[config.mk]
export PLATFORM = sky130hd
export DESIGN_NAME = intra16_pred
export DESIGN_NICKNAME = d
export VERILOG_FILES = /design/src/rtl/intra16_pred.sv
export SDC_FILE = /design/constraint.sdc
export NUM_CORES = 1
export LEC_CHECK = 0
export BUFFER_PORTS_ARGS = -buffer_cell sky130_fd_sc_hd__buf_2
export CAP_MARGIN = 20
export CORE_MARGIN = 4
export CORE_UTILIZATION = 40
export CTS_CLUSTER_SIZE = 28
export DETAILED_ROUTE_END_ITERATION = 10
export PLACE_DENSITY = 0.67
export SYNTH_ARGS = -nofsm -noshare
export SYNTH_HDL_FRONTEND = slang
export SYNTH_SLANG_ARGS = --single-unit
[constraint.sdc]
create_clock -name clk -period 11.3 [get_ports clk]
set_clock_uncertainty 0.2 [all_clocks]
set_input_delay 2.26 -clock clk [delete_from_list [all_inputs] [get_ports clk]]
set_output_delay 2.26 -clock clk [all_outputs]
set_load 0.01 [all_outputs]
[src/rtl/intra16_pred.sv]
module intra16_pred #(
  parameter int PW = 8
) (
  input  logic                clk,
  input  logic                rst_n,
  input  logic                start,
  input  logic [1:0]          mode,
  input  logic                avail_up,
  input  logic                avail_left,
  input  logic [16*PW-1:0]    above,
  input  logic [16*PW-1:0]    left,
  output logic [16*PW-1:0]    row_data,
  output logic                row_valid,
  output logic [3:0]          row_idx,
  output logic                done,
  output logic                plane_go
);
  localparam int N  = 16;
  localparam int RW = N * PW;
  localparam int EW = PW + 4;
  localparam int BW = PW + 5;

  logic          busy, plane_q, up_q, lf_q;
  logic [3:0]    cnt;
  logic [1:0]    mode_q;
  logic [RW-1:0] above_q, left_q;

  always_ff @(posedge clk or negedge rst_n) begin
    if (!rst_n) begin
      busy    <= 1'b0;
      plane_q <= 1'b0;
      cnt     <= '0;
      mode_q  <= '0;
      up_q    <= 1'b0;
      lf_q    <= 1'b0;
      above_q <= '0;
      left_q  <= '0;
    end else begin
      plane_q <= 1'b0;
      if (busy) begin
        cnt <= cnt + 4'd1;
        if (cnt == 4'(N - 1)) busy <= 1'b0;
      end else if (start) begin
        mode_q  <= mode;
        up_q    <= avail_up;
        lf_q    <= avail_left;
        above_q <= above;
        left_q  <= left;
        cnt     <= '0;
        if (mode == 2'd3) plane_q <= 1'b1;
        else              busy    <= 1'b1;
      end
    end
  end

  logic [EW-1:0] sum_up, sum_lf, one_edge;
  logic [BW-1:0] two_edge;
  logic [PW-1:0] dc_val, hor_val;

  always_comb begin
    sum_up = '0;
    sum_lf = '0;
    for (int i = 0; i < N; i++) begin
      sum_up = sum_up + EW'(above_q[i*PW +: PW]);
      sum_lf = sum_lf + EW'(left_q[i*PW +: PW]);
    end
    one_edge = (up_q ? sum_up : sum_lf) + EW'(8);
    two_edge = BW'(sum_up) + BW'(sum_lf) + BW'(16);
    case ({up_q, lf_q})
      2'b00:   dc_val = PW'(1) << (PW - 1);
      2'b11:   dc_val = two_edge[BW-1:5];
      default: dc_val = one_edge[EW-1:4];
    endcase
  end

  assign hor_val = left_q[cnt*PW +: PW];

  always_comb begin
    case (mode_q)
      2'd0:    row_data = above_q;
      2'd1:    row_data = {N{hor_val}};
      2'd2:    row_data = {N{dc_val}};
      default: row_data = '0;
    endcase
  end

  assign row_valid = busy;
  assign row_idx   = cnt;
  assign done      = busy && (cnt == 4'(N - 1));
  assign plane_go  = plane_q;
endmodule

* Yosys cells after proc, flatten, opt, wreduce, memory -nomap -nowiden
Index checks and enable logic that the tools add are counted.
W data, S select, Z words.
** Word-level totals
- Flip-flop bits (word level) :: 266
** Operators by class
- Add/sub/neg operators :: 34
- Equality and inequality tests :: 5
- Shift operators :: 1
- Multiplexer cells :: 12
- Bitwise gates (word level) :: 1
- Reduce and logical (&&, ||, !) cells :: 5
** Operators with widths (number)
- $pmux W128 S3 :: 1
- $add A12 B8 Y12 :: 22
- $shiftx A128 B8 Y8 :: 1
- $add A11 B8 Y12 :: 2
- $add A10 B8 Y11 :: 2
- $add A9 B8 Y10 :: 2
- $add A8 B8 Y9 :: 2
- $pmux W8 S2 :: 1
- $add A12 B12 Y13 :: 1
- $add A13 B5 Y13 const B :: 1
- $add A12 B4 Y12 const B :: 1
- $mux W12 :: 1
- $mux W4 :: 2
- $mux W1 :: 7
- $eq A2 B2 Y1 const B :: 3
- $add A4 B1 Y4 const B :: 1
- $eq A4 B4 Y1 const B :: 1
- $logic_not A2 Y1 :: 2
- $eq A2 B1 Y1 const B :: 1
- $reduce_and A2 Y1 :: 1
- $reduce_bool A2 Y1 :: 1
- $logic_and A1 B1 Y1 :: 1
- $not A1 Y1 :: 1

* Depth between registers and ports, before layout
- Depth in word-level cells :: 19
- Gate-level depth with buffers :: 31
- Gate-level depth less buffers :: 30

* Worst setup path after synthesis
OpenSTA, ideal clock, no wires.
- Kind :: reg2out
- Start point :: register above_q[50]
- End point :: output row_data[103]
- Arrival time :: 6967 ps
- Setup slack :: 1873 ps
- Cell stages (with the launch flop) :: 29
- Path through :: dfrtp_1 > fa_1 > inv_1 > fa_1 > inv_1 > fa_1 > fa_1 > fa_1 > inv_1 > fa_1 > inv_1 > ha_1 > inv_1 > fa_1 > nor2b_4 > o2111ai_1 > nand2_1 > o32ai_1 > inv_1 > ha_1 > ha_1 > a21oi_1 > o21bai_1 > a21o_1 > a41oi_1 > o21ai_1 > a221oi_4 > buf_6 > nand2_1
** Between the ends
- Longest elaborated chain between the ends :: 14
** Ends and longest elaborated chain
- start, declared :: line 26 : logic [RW-1:0] above_q, left_q;
- start signal, assigned :: line 47 : above_q <= above;
- $add A12 B8 Y12 * (10 in a row) :: line 64 : sum_up = sum_up + EW'(above_q[i*PW +: PW]);
- $add A12 B12 Y13 / $mux W12 (equally long branches) :: line 68, 67
- $add A13 B5 Y13 / $add A12 B4 Y12 (equally long branches) :: line 68, 67
- $pmux W8 S2 * :: line 69 : case ({up_q, lf_q})
- $pmux W128 S3 * :: line 79 : case (mode_q)
- end, declared :: line 12 : output logic [16*PW-1:0] row_data,
Mark *: on every way between the ends. The rest lies on a longest branch, timed or not.

* Worst setup path in the final report
- Start point :: register left_q[50]
- End point :: output row_data[67]
** Between the ends
- Longest elaborated chain between the ends :: 14
** Ends and longest elaborated chain
- start, declared :: line 26
- start signal, assigned :: line 48 : left_q <= left;
- $add A12 B8 Y12 * (10 in a row) :: line 65 : sum_lf = sum_lf + EW'(left_q[i*PW +: PW]);
- $add A12 B12 Y13 / $mux W12 (equally long branches) :: line 68, 67
- $add A13 B5 Y13 / $add A12 B4 Y12 (equally long branches) :: line 68, 67
- $pmux W8 S2 * :: line 69
- $pmux W128 S3 * :: line 79
Marked as above.

==> results.yml <==
critical_path:
  critPathSlowestCell: "a21oi_2"
  criticalPathCategory: "reg2out"
  worstPathRequired_ps: 8840
  timing.reg2reg.setup_slack_ps: 7840
  reg2reg_depth: 4
  worst_path_dominant_cell_family: "adder cells"
  timing.rr.start: "row_valid$_DFF_PN0_"
  crit_path_start_kind: "flip-flop"
  worst-path-buf-inv: 5
  worstSetupEndpointType: "primary output"
  worst_ep_arrival_time_ps: 8410
  max_stage_delay_ps: 770
  crit-reg2reg-capture: "left_q[50]$_DFFE_PN0P_"
  critical-path-top-cell-by-count: "fa_1"
  path_max_fanout: 16
yosys:
  post_synth_num_cell_types: 71
  asyncSetResetFlopFracSynth_pct: 100
  synth-edff-count: 0
  yosys.area.top_type_share_pct: 34.1
  synth.ff_latch_count: 266
  synth_area_um2: 19500
  syn-num-nets: 2389
  syn_inst: 1843
  yosysMostFrequentCell: "inv_1"
  yosys.area.top_type: "dfrtp_1"
  ys_warn_count: 0
  syn_avg_cell_area_um2: 10.6
  ys_flop_type: "dfrtp_1"
  synth.yosys.seq_area_share_pct: 34.1
  post_synth_main_area_contributors: "dfrtp_1 34%, fa_1 22%, inv_1 7.3%, mux2_2 5.8%, mux4_2 4.6%"
  synthTopCellsByCount: "378 x inv_1, 266 x dfrtp_1, 216 x fa_1, 203 x nand2_1, 176 x o21ai_0"
placed_design:
  placement.cell_area_um2: 22000
  pre_cts_slack_ps: 1090
  dp_hpwl_mm: 41.4
  numPlacedInstances: 2782
  gp_routability_congestion: 0.890
  buffer_ports.inserted: 397
clock_tree:
  cts_setup_buffers: 0
  clk_pin_slew_worst_paths_ps: 60
  cts_tree: "yes"
  htree_num_levels: 1
  max-clock-path-buffers: 3
  ctsResizeCount: 0
  ctsRootBufferMaster: "clkbuf_16"
  cts_hold_buffers: 0
  clock_sinks: 266
  tritoncts.num_buffers: 31
  clock_insertion_delay_worst_skew_ps: 570
routing:
  wl_per_cell_um: 18.6
  totalWireLength_mm: 52.8
  num_vias: 14500
  met3WireLength_mm: 3.67
  drt_pass1_iterations: 5
  route.layer.met1.wl_mm: 21.6
  drc_errors_left: 0
  drt-initial-drc-count: 892
  antenna_violating_nets_post_route: 0
  viasPerCell: 5.10
  top_layer: "met5"
  detailed_route_wirelength_on_metal2_mm: 26.1
cells_and_area:
  area.growth.synth_to_final_pct: 18.3
  layoutNonFillerInstCount: 2842
  final_layout_size_suffix_gt1_share_pct: 28.5
  fin_area_um2: 23100
  finish.net_count: 2747
timing:
  timing_hold_violations_final: 0
  tightestPinTransition_ps: 1030
  post-route-worst-setup-slack_ps: 434
  finalWorstPathRequiredPeriod_ps: 10870
  max_clock_freq_mhz: 92.0
  finalSetupViolCount: 0
  slew_headroom_pct: 31.3
  layout_worst_path_cycle_share_pct: 96.2
  maxSlewViolCount: 0
  timing.setup.tns_ps: 0
  rsz0062_at_grt: "no"
run:
  drv_cap: 0
min_path:
  min_path_type: "reg2reg"
  worstHoldStart: "above_q[121]$_DFFE_PN0P_"
  end_point_of_the_worst_hold_path: "above_q[121]$_DFFE_PN0P_"
  whs_path_depth: 1
floorplanning:
  core_region_area_um2: 48000
  initial_core_util_pct: 40.7
  die_width_um: 229
  chipHeight_um: 229
  dieArea_um2: 52400
  ios: 398
  floorplan.rows: 80
global_route:
  track_usage_pct: 20.1
  first_global_vias: 15800
  grt_pass1_wl_mm: 84.8
  maximum_number_of_pins_on_one_net_before_global_route_repair: 216
  grt_antenna_before_repair: 8
  overflow_left_after_global_routing: 0
run_status:
  status: "finished clean"
area by class of cell:
type / count / area [um^2]
clock inverter: 17 / 204
timing repair buffer: 410 / 2120
fill: 4444 / 24900
clock buffer: 39 / 866
sequential: 266 / 6660
inverter: 379 / 1420
antenna: 3 / 7.51
multi-input combinational: 1113 / 11100
tap: 615 / 769
sequential cells by signal, indices dropped and copies added, names as in the netlist:
name,count
above_q,128
left_q,128
lf_q,1
mode_q,2
plane_go,1
row_idx,4
row_valid,1
up_q,1
layer usage:
metal  vias up  global-route usage (%)
met1      7225                    26.3
met5         -                       0
met2       507                    34.4
met4        10                    5.08
li1       6648                       -
met3        92                    4.06
layout by cell type (no fill, tap or decap), types with 4 or more instances in the layout:
cell type and n:
a211oi_1 6, a21o_1 89, a21oi_1 42, and2_1 4
buf_2 396, buf_4 11, bufinv_16 4, clkbuf_16 31
clkbuf_8 6, clkinv_2 7, dfrtp_1 264, fa_1 216
ha_1 67, inv_1 378, mux2_2 101, mux2i_1 4
mux4_2 40, nand2_1 203, nand2b_1 6, nand3_1 11
nor2_1 27, nor2b_1 7, nor3_1 4, o211ai_1 8
o211ai_2 4, o21a_1 5, o21ai_0 176, o21ai_1 10
xnor2_1 9, xor2_1 5
worst max path at each step:
stage                            startpoint             to  slack [ps]  cells past startpoint
finish               left_q[50]$_DFFE_PN0P_   row_data[67]         430                     26
global route         left_q[50]$_DFFE_PN0P_   row_data[67]          20                     26
detailed placement   left_q[50]$_DFFE_PN0P_   row_data[67]        1090                     26
CTS                  left_q[50]$_DFFE_PN0P_   row_data[67]         410                     26
global placement    above_q[50]$_DFFE_PN0P_   row_data[15]        1290                     28
floorplan           above_q[50]$_DFFE_PN0P_  row_data[103]        1870                     28
cells by family (layout without fill, tap and decap cells):
family	Yosys count	in the layout	share of synthesized area, %
compound gates	381	381	12.5
xor+xnor	14	14	0.628
fa+ha+maj	283	283	26.4
buf+inv	464	845	9.36
flops	266	266	34.1
mux	145	145	10.6
other cells	0	3	0
simple gates	290	290	6.39
worst register-to-register path: cells and delay by family (launching register included):
kind,cells,cell delay [ps]
simple gates,1,570
mux,1,480
buf+inv,2,1590
flops,1,510
through the flow:
| step | hold slack (ps) | util [%] |
|---|---|---|
| floorplan | 305 | - |
| global placement | 336 | 45.8 |
| detailed placement | 338 | 45.8 |
| CTS | 354 | 48.1 |
| global route | 376 | 48.1 |
| finish | 352 | 48.1 |
Power is not shown: default switching activity piles up to over one toggle a cycle in this logic, so the estimate is an artifact.
